[src/rtl/cdb_pkg.sv]
`timescale 1ns/1ps
package cdb_pkg;

    localparam int unsigned NUM_CH = 6;

    // Division ratio per channel, channel 0 first.
    localparam int unsigned RATIO [NUM_CH] = '{1, 2, 4, 3, 5, 10};

    typedef enum logic [1:0] {
        ST_HIZ  = 2'd0,
        ST_HOLD = 2'd1,
        ST_EXT  = 2'd2,
        ST_DIV  = 2'd3
    } bank_state_e;

    function automatic int unsigned gcd_u(input int unsigned a, input int unsigned b);
        int unsigned x;
        int unsigned y;
        int unsigned t;
        x = a;
        y = b;
        for (int k = 0; k < 64; k++) begin
            if (y != 0) begin
                t = x % y;
                x = y;
                y = t;
            end
        end
        return x;
    endfunction

    function automatic int unsigned ratio_lcm();
        int unsigned acc;
        acc = 1;
        for (int i = 0; i < NUM_CH; i++) begin
            acc = (acc / gcd_u(acc, RATIO[i])) * RATIO[i];
        end
        return acc;
    endfunction

    localparam int unsigned PHASE_LEN = ratio_lcm();
    localparam int unsigned PW        = $clog2(PHASE_LEN);

    function automatic bank_state_e decode_sel(input logic [2:0] code);
        case (code)
            3'b000:  return ST_HIZ;
            3'b001:  return ST_HOLD;
            3'b111:  return ST_DIV;
            default: return ST_EXT;
        endcase
    endfunction

endpackage

[src/rtl/cdb_phase.sv]
`timescale 1ns/1ps
module cdb_phase #(
    parameter int unsigned LEN = 60,
    parameter int unsigned W   = 6
) (
    input  logic         clk,
    input  logic         rst,
    output logic [W-1:0] phase,
    output logic         quiet_next
);
    localparam logic [W-1:0] LAST = W'(LEN - 1);
    localparam logic [W-1:0] PRE  = W'(LEN - 2);

    always_ff @(posedge clk) begin
        if (rst)                phase <= '0;
        else if (phase == LAST) phase <= '0;
        else                    phase <= phase + 1'b1;
    end

    // Next cycle is the last of the period: the only cycle where all dividers are low.
    assign quiet_next = (phase == PRE);

    AST_PHASE_WRAP: assert property (@(posedge clk) disable iff (rst)
        ($past(phase) == LAST) |-> (phase == '0));
endmodule

[src/rtl/cdb_mode.sv]
`timescale 1ns/1ps
module cdb_mode
    import cdb_pkg::*;
(
    input  logic        clk,
    input  logic        rst,
    input  logic [2:0]  sel,
    input  logic        commit_ok,
    output bank_state_e cur
);
    bank_state_e want;
    assign want = decode_sel(sel);

    always_ff @(posedge clk) begin
        if (rst)                            cur <= ST_HOLD;
        else if (commit_ok && want != cur)  cur <= want;
    end
endmodule

[src/rtl/cdb_chan.sv]
`timescale 1ns/1ps
module cdb_chan #(
    parameter int unsigned N  = 2,
    parameter int unsigned PW = 6
) (
    input  logic          clk,
    input  logic          rst,
    input  logic          run,
    input  logic [PW-1:0] phase,
    output logic          q
);
    generate
        if (N == 1) begin : g_pass
            logic gate_q;
            logic unused_ph;
            assign unused_ph = ^phase;
            // Enable moves only while the clock is low.
            always_ff @(negedge clk) begin
                if (rst) gate_q <= 1'b0;
                else     gate_q <= run;
            end
            assign q = clk & gate_q;
        end else if ((N % 2) == 0) begin : g_even
            localparam int unsigned HALF = N / 2;
            logic [31:0] pos;
            logic        unused_cr;
            assign unused_cr = clk ^ rst;
            assign pos = 32'(phase) % N;
            assign q   = run & (pos < HALF);

            AST_EVEN_EDGE_POINTS: assert property (@(posedge clk) disable iff (rst)
                (run && $past(run) && q != $past(q)) |-> (pos == 0 || pos == HALF));
        end else begin : g_odd
            localparam int unsigned HL = (N - 1) / 2;
            logic [31:0] pos;
            logic        lag_q;
            assign pos = 32'(phase) % N;
            // Half-cycle delayed copy widens the high time by half an input cycle.
            always_ff @(negedge clk) begin
                if (rst) lag_q <= 1'b0;
                else     lag_q <= (pos < HL);
            end
            assign q = run & ((pos < HL) | lag_q);

            AST_ODD_LOW_AT_END: assert property (@(posedge clk) disable iff (rst)
                (pos == N - 1) |-> !q);
        end
    endgenerate
endmodule

[src/rtl/clkdiv_bank.sv]
`timescale 1ns/1ps
module clkdiv_bank
    import cdb_pkg::*;
(
    input  logic              clk_in,
    input  logic              rst,
    input  logic [2:0]        freq_sel,
    output logic [NUM_CH-1:0] clk_out,
    output logic [NUM_CH-1:0] drv_en
);
    logic [PW-1:0]     phase;
    logic              quiet_next;
    bank_state_e       mode;
    logic              run;
    logic              stopped;
    logic [NUM_CH-1:0] div_q;

    cdb_phase #(.LEN(PHASE_LEN), .W(PW)) u_phase (
        .clk        (clk_in),
        .rst        (rst),
        .phase      (phase),
        .quiet_next (quiet_next)
    );

    cdb_mode u_mode (
        .clk       (clk_in),
        .rst       (rst),
        .sel       (freq_sel),
        .commit_ok (quiet_next),
        .cur       (mode)
    );

    assign run     = (mode == ST_DIV);
    assign stopped = (mode == ST_HIZ) || (mode == ST_HOLD);

    generate
        for (genvar i = 0; i < NUM_CH; i++) begin : g_ch
            cdb_chan #(.N(RATIO[i]), .PW(PW)) u_chan (
                .clk   (clk_in),
                .rst   (rst),
                .run   (run),
                .phase (phase),
                .q     (div_q[i])
            );
        end
    endgenerate

    assign clk_out = div_q;
    assign drv_en  = {NUM_CH{mode != ST_HIZ}};

    AST_COMMIT_AT_QUIET: assert property (@(posedge clk_in) disable iff (rst)
        (mode != $past(mode)) |-> ($past(phase) == PW'(PHASE_LEN - 2)));
    AST_LOW_AT_SWITCH: assert property (@(posedge clk_in) disable iff (rst)
        (mode != $past(mode)) |-> (clk_out == '0));
    AST_STOP_NO_EDGE: assert property (@(posedge clk_in) disable iff (rst)
        (stopped && $past(stopped)) |-> $stable(clk_out));
    AST_EN_UNIFORM: assert property (@(posedge clk_in) disable iff (rst)
        ($countones(drv_en) == 0) || ($countones(drv_en) == NUM_CH));
endmodule

[config.mk]
export PLATFORM = sky130hd
export DESIGN_NAME = clkdiv_bank
export DESIGN_NICKNAME = d
export VERILOG_FILES = /design/src/rtl/cdb_pkg.sv /design/src/rtl/cdb_phase.sv /design/src/rtl/cdb_mode.sv /design/src/rtl/cdb_chan.sv /design/src/rtl/clkdiv_bank.sv
export SDC_FILE = /design/constraint.sdc
export NUM_CORES = 1
export LEC_CHECK = 0
export ABC_AREA = 1
export BUFFER_PORTS_ARGS = -buffer_cell sky130_fd_sc_hd__buf_2
export CAP_MARGIN = 10
export CORE_MARGIN = 3
export CORE_UTILIZATION = 50
export DETAILED_ROUTE_END_ITERATION = 10
export PLACE_DENSITY = 0.69
export SLEW_MARGIN = 20
export SYNTH_ARGS = -nofsm -noshare
export SYNTH_HDL_FRONTEND = slang
export SYNTH_SLANG_ARGS = --single-unit
export TNS_END_PERCENT = 1
[constraint.sdc]
create_clock -name clk_in -period 12.1 [get_ports clk_in]
set_clock_uncertainty 0.05 [all_clocks]
set_input_delay 1.815 -clock clk_in [delete_from_list [all_inputs] [get_ports clk_in]]
set_output_delay 1.815 -clock clk_in [all_outputs]
set_load 0.02 [all_outputs]
==> out/qor.csv, run 1 <==
stage,metric,value,unit
yosys,synth_seq_area_share,0.113,
timing,slew_viol_final,0,
clocking,cts_hold_buf,0,
critical_path,crit_path_max_incr_delay,0.59,ns
yosys,yosys_most_used_dff,dfxtp_1,
critical_path,arrival,4.05,ns
pwr,p_leak,1.20,nW
global_routing,grt_max_degree,14,
timing,worst_slew_pin_slew,0.472,ns
floorplanning,die_h,68.5,µm
critical_path,reg2reg_from,u_phase.phase[5]$_SDFF_PP0_,
floorplanning,boundaryPins,17,
floorplanning,core.rowCount,22,
final_layout,drive_gt1_frac,0.204,
timing,tns,0,ns
yosys,async_flop_share,0,
routing,wl,4040,µm
yosys,synth_common_cells,"81 x nand2_1, 46 x inv_1, 37 x nand3_1, 32 x nor2_1, 13 x ha_1",
worst_hold_path,hp-start,u_mode.cur[1]$_SDFFE_PP0P_,
global_routing,grt_usage,0.195,
yosys,yosys.area.top_type,nand2_1,
yosys,syn_nets,343,
floorplanning,die_w,68.5,µm
critical_path,cp.required,6.37,ns
clocking,cts_tree,done,
floorplanning,start_util,0.526,
critical_path,critPathLaunchType,flop,
final_layout,antenna_cells,0,
critical_path,worstSetupPathType,reg2reg,
clocking,cts.repair.resized,0,
global_routing,antenna_found_initial,0,
yosys,synth-edff-count,0,
yosys,yosys_warnings,0,
timing,setup_slack,2.33,ns
timing,finalHoldViolations,0,
yosys,syn_avg_cell_area,6.01,µm²
routing,postRouteAntennaNets,0,
pwr,internal_power,0.0957,mW
critical_path,path_max_fanout,10,
critical_path,crit_path_end_kind,flop,
yosys,yosysMostFrequentCell,nand2_1,
timing,slew-limit-headroom,0.685,
floorplanning,fp.coreArea,3720,µm²
pwr,combPwrFrac,0.242,
placement,detailed_place_hpwl,3360,µm
routing,first_pass_iters,4,
pwr,switchingPower,0.0469,mW
clocking,path_clk_slew,0.05,ns
critical_path,crit_path_frequent_cell,inv_1,
status,outcome,"finished, final reports clean",
clocking,cts_setup_buffers,0,
routing,wl_per_cell,10.6,µm
yosys,syn_area,1950,µm²
yosys,synthCells,325,
yosys,synth_top_area_share,0.156,
yosys,synth_seq_cells,11,
job,cap_viol_max_count,0,
pwr,vdd_drop_max,0.0305,mV
routing,drc,0,
placement,dpl-instance-area,1980,µm²
placement,io_buffers,16,
global_routing,grt_pass1_vias,1684,
timing,rsz0062_at_grt,false,
pwr,seq_power_share,0.287,
worst_hold_path,min_path_type,reg2reg,
placement,routabilityCongestion,0.781,
placement,post-place-ws,2.27,ns
pwr,power.density,68.7,nW/µm²
global_routing,grt_pass1_wl,7090,µm
timing,setup_viol,0,
final_layout,final_area,2070,µm²
global_routing,grt_overflow_total,0,
yosys,synth.area.top_cells,"nand2_1 16%, dfxtp_1 11%, nand3_1 9.5%",
floorplanning,die_area,4690,µm²
critical_path,cp-startpoint,u_phase.phase[5]$_SDFF_PP0_,
final_layout,nNetsFinal,353,
pwr,power.share.clock,0.471,
yosys,yosysUniqueCellTypes,35,
critical_path,cp_slowest_cell,dfxtp_1,
routing,viasPerCell,4.96,
final_layout,areaGrowthSynthToFinish,6.21,%
clocking,clock_latency,0.35,ns
pwr,p_sw_frac,0.329,
routing,drt_iter0_drc,68,
routing,vias,1894,
==> registers in the layout (all words and copies together) (netlist names) <==
register	count
g_ch.u_chan.g_odd.lag_q	2
u_mode.cur	2
u_phase.phase	6
g_ch.u_chan.g_pass.gate_q	1
==> power by group through the flow <==
stage	clock network (mW)	registers [mW]	logic, mW
6_report	0.0672	0.0409	0.0345
5_1_grt	0.0715	0.0415	0.0407
4_1_cts	0.0682	0.0410	0.0347
3_5_place_dp	0.00206	0.0417	0.0344
3_3_place_gp	0.00206	0.0417	0.0340
2_1_floorplan	0.00206	0.0401	0.0289
==> critical path: cells and delay by family, from the launching register on <==
family | cells | cell delay (ns)
AOI/OAI and AO/OA | 1 | 0.11
buffers and inverters | 7 | 0.51
DFF | 1 | 0.59
and+or+nand+nor | 16 | 1.86
adders and majority gates | 3 | 0.61
==> cells in the final DEF, fill, tap and decap left out <==
cell       n
ha_1      13
inv_2      5
nand3b_1   1
nand3_1   37
xor2_1     1
a21oi_1   10
nor2_2     3
nand2_1   81
nor3_1     1
xnor2_1    2
a211oi_1   1
inv_4      2
nand2_2    7
o211ai_1   1
a21oi_2    3
nand4_1    9
nor2_1    32
nand2_4   11
nand3_4    1
inv_1     48
o21ai_0   10
dfxtp_1   11
a311oi_1   2
clkinv_1   1
o22ai_1    1
nor2_8     2
nor2_4     1
or2_2      4
o21ai_1    2
o21ai_4    2
o21ai_2    1
buf_2     16
nand3_2    4
a31oi_1    2
clkbuf_8   6
==> cell families (layout without fill, tap and decap cells) <==
family / Yosys count / after routing / synth area share
and+or+nand+nor: 194 / 194 / 0.511
buffers and inverters: 69 / 78 / 0.162
AOI/OAI and AO/OA: 35 / 35 / 0.117
adders and majority gates: 13 / 13 / 0.0833
DFF: 11 / 11 / 0.113
xor gates and xnor gates: 3 / 3 / 0.0135
==> worst paths after layout <==
kind	slack, ns	cells past startpoint	endpoint
worst min-delay path	0.45	2	u_mode.cur[1]$_SDFFE_PP0P_
worst min register to register	0.45	2	u_mode.cur[1]$_SDFFE_PP0P_
worst max-delay path	2.33	27	g_ch[3].u_chan.g_odd.lag_q$_SDFF_NP0_
worst max register to register	2.33	27	g_ch[3].u_chan.g_odd.lag_q$_SDFF_NP0_
==> per-stage QoR <==
step / util / hold slack [ns] / std cells / total power [mW]
floorplan: - / 0.413 / 325 / 0.0711
global placement: 0.533 / 0.437 / 373 / 0.0777
detailed placement: 0.533 / 0.446 / 373 / 0.0782
CTS: 0.558 / 0.453 / 382 / 0.144
global route: 0.558 / 0.506 / 382 / 0.154
finish: 0.558 / 0.455 / 382 / 0.143
==> final cells by class <==
cell class                 count  area (µm²)
clock buffer                   7        87.6
tap                           48        60.1
multi-input combinational    245        1420
sequential                    11         220
fill                         379        1640
clock inverter                 5        18.8
inverter                      51         196
timing repair buffer          15        75.1
==> metal layers <==
layer / GRT usage / vias to the layer above / wire length, µm
li1: - / 1046 / -
met1: 0.251 / 834 / 2030
met2: 0.333 / 10 / 1950
met3: 0.0227 / 4 / 30
met4: 0.0670 / 0 / 29
met5: 0 / - / 0
Note: power is estimated with default switching activity, not from simulation.
==> run 2: changes to the inputs <==
==> constraint.sdc (replaced) <==
create_clock -name clk_in -period 9.1 [get_ports clk_in]
set_clock_uncertainty 0.05 [all_clocks]
set_input_delay 1.365 -clock clk_in [delete_from_list [all_inputs] [get_ports clk_in]]
set_output_delay 1.365 -clock clk_in [all_outputs]
set_load 0.02 [all_outputs]
==> run 2 against run 1 <==
Compared with the run above: cell area is the same; die area is the same; sequential share of layout area is the same; power increased by 32%; count of clock-buffer cells in the layout unchanged.
==> out/qor.csv, run 2 (synthesized netlist as in run 1, its figures left out) <==
stage,metric,value,unit,change
floorplanning,die_w,68.5,µm,unchanged
critical_path,reg2reg_slack,0.85,ns,-1.48 ns
placement,routabilityCongestion,0.781,,about the same
critical_path,arrival,4.02,ns,-0.03 ns
critical_path,reg2reg_from,u_phase.phase[5]$_SDFF_PP0_,,
timing,finalHoldViolations,0,,unchanged
routing,wl_per_cell,10.5,µm,-0.74%
critical_path,r2r-end,g_ch[3].u_chan.g_odd.lag_q$_SDFF_NP0_,,
final_layout,nNetsFinal,353,,unchanged
routing,wl,4010,µm,-0.74%
status,outcome,"finished, final reports clean",,
timing,whs,0.450,ns,-0.00454 ns
clocking,clock_latency,0.35,ns,about the same
worst_hold_path,min_to,u_mode.cur[0]$_SDFFE_PP1P_,,
clocking,cts.repair.resized,0,,unchanged
routing,drt_iter0_drc,71,,+4.4%
critical_path,cp.required,4.87,ns,-1.50 ns
final_layout,largest_register,u_phase.phase,,
pwr,vdd_drop_max,0.0426,mV,+40%
clocking,cts_setup_buffers,0,,unchanged
clocking,cts_hold_buf,0,,unchanged
final_layout,reg_top3,"u_phase.phase (6), g_ch.u_chan.g_odd.lag_q (2), u_mode.cur (2)",,
placement,detailed_place_hpwl,3310,µm,-1.6%
timing,rsz0062_at_grt,false,,
global_routing,grt_usage,0.198,,+0.00304
critical_path,worstSetupPathType,reg2reg,,
critical_path,worst-r2r-cell-count,27,,unchanged
final_layout,antenna_cells,0,,unchanged
floorplanning,die_area,4690,µm²,unchanged
worst_hold_path,min_path_type,reg2reg,,
pwr,power.density,90.7,nW/µm²,+32%
critical_path,crit_path_end_kind,flop,,
timing,setup_slack,0.851,ns,-1.48 ns
floorplanning,start_util,0.526,,unchanged
clocking,path_clk_slew,0.05,ns,about the same
floorplanning,fp.coreArea,3720,µm²,unchanged
placement,io_buffers,16,,unchanged
global_routing,grt_pass1_vias,1706,,+1.3%
critical_path,path_max_fanout,10,,unchanged
timing,slew-limit-headroom,0.691,,+0.00566
final_layout,final_cell_mix,"81 x nand2_1, 48 x inv_1, 37 x nand3_1, 32 x nor2_1, 16 x buf_2",,
global_routing,grt_pass1_wl,7140,µm,+0.78%
worst_hold_path,hp-start,u_mode.cur[0]$_SDFFE_PP1P_,,
pwr,power,0.188,mW,+32%
critical_path,critPathLaunchType,flop,,
timing,setup_viol,0,,unchanged
worst_hold_path,hold_depth,2,,unchanged
timing,worst_slew_pin_slew,0.463,ns,-0.00847 ns
floorplanning,core.rowCount,22,,unchanged
final_layout,drive_gt1_frac,0.204,,unchanged
final_layout,final_util,0.558,,unchanged
global_routing,grt_overflow_total,0,,unchanged
routing,first_pass_iters,4,,unchanged
routing,vias,1934,,+2.1%
final_layout,largest_reg_flops,6,,unchanged
global_routing,grt_max_degree,14,,unchanged
final_layout,num-fill-cells,385,,+1.6%
routing,drc,0,,unchanged
clocking,cts_tree,done,,
placement,post-place-ws,0.783,ns,-1.49 ns
timing,slew_viol_final,0,,unchanged
final_layout,areaGrowthSynthToFinish,6.21,%,unchanged
floorplanning,boundaryPins,17,,unchanged
final_layout,final_common_cell,nand2_1,,
job,cap_viol_max_count,0,,unchanged
routing,postRouteAntennaNets,0,,unchanged
pwr,p_leak,1.20,nW,unchanged
floorplanning,die_h,68.5,µm,unchanged
timing,tns,0,ns,unchanged
routing,viasPerCell,5.06,,+2.1%
global_routing,antenna_found_initial,0,,unchanged
[run 2: cell counts in the layout (fill, tap and decap cells not counted)]
Identical to the previous run, type by type.
[run 2: worst max-delay path by stage]
stage	slack (ns)	to	cells after the start	from
global placement	0.79	g_ch[3].u_chan.g_odd.lag_q$_SDFF_NP0_	28	u_phase.phase[5]$_SDFF_PP0_
finish	0.85	g_ch[3].u_chan.g_odd.lag_q$_SDFF_NP0_	27	u_phase.phase[5]$_SDFF_PP0_
floorplan	1.30	g_ch[4].u_chan.g_odd.lag_q$_SDFF_NP0_	27	u_phase.phase[3]$_SDFF_PP0_
CTS	0.84	g_ch[3].u_chan.g_odd.lag_q$_SDFF_NP0_	27	u_phase.phase[5]$_SDFF_PP0_
detailed placement	0.78	g_ch[3].u_chan.g_odd.lag_q$_SDFF_NP0_	27	u_phase.phase[5]$_SDFF_PP0_
global route	0.27	g_ch[3].u_chan.g_odd.lag_q$_SDFF_NP0_	28	u_phase.phase[5]$_SDFF_PP0_
[run 2: stage by stage]
stage          area (µm²)  instances
3_5_place_dp         1980        373
2_1_floorplan        1950        325
6_report             2070        382
3_3_place_gp         1980        373
4_1_cts              2070        382
5_1_grt              2070        382
[run 2: cell type report]
cell class | count | area (µm²) | share of cell area
clock inverters | 5 | 18.8 | 0.00905
inverters | 51 | 196 | 0.0947
repair buffers | 15 | 75.1 | 0.0362
clock buffers | 7 | 87.6 | 0.0422
flip-flops and latches | 11 | 220 | 0.106
multi-input cells | 245 | 1420 | 0.683
well taps | 48 | 60.1 | 0.0290
[run 2: where the power goes]
part | switching, mW | internal (mW) | leakage [nW]
clock | 0.0283 | 0.0594 | 0.0769
sequential | 0.00356 | 0.0509 | 0.0898
combinational | 0.0292 | 0.0168 | 1.03
[run 2: critical path, cell delays in order, from the launching register on]
cell and delay (ns):
dfxtp_1 0.57, ha_1 0.22, inv_1 0.05, nand3_2 0.17, inv_1 0.13, nand3_1 0.11, nand4_1 0.15, nor2_1 0.16
inv_1 0.07, nand2_1 0.06, inv_1 0.05, ha_1 0.20, inv_1 0.09, nand3_2 0.11, nor2_1 0.14, nand3_1 0.12
nand2_1 0.12, inv_1 0.05, ha_1 0.17, inv_1 0.08, nand3_1 0.11, nor2_2 0.17, nand2_1 0.13, o21ai_0 0.11
nand2_1 0.08, nor2_1 0.10, nand3_1 0.09, nor2_1 0.09
[run 2: layer usage]
layer	vias to the layer above	GRT usage	routed length (µm)
met5	-	0	0
met4	0	0.0918	59
met3	6	0.0227	45
met2	17	0.325	1950
met1	861	0.256	1950
li1	1050	-	-
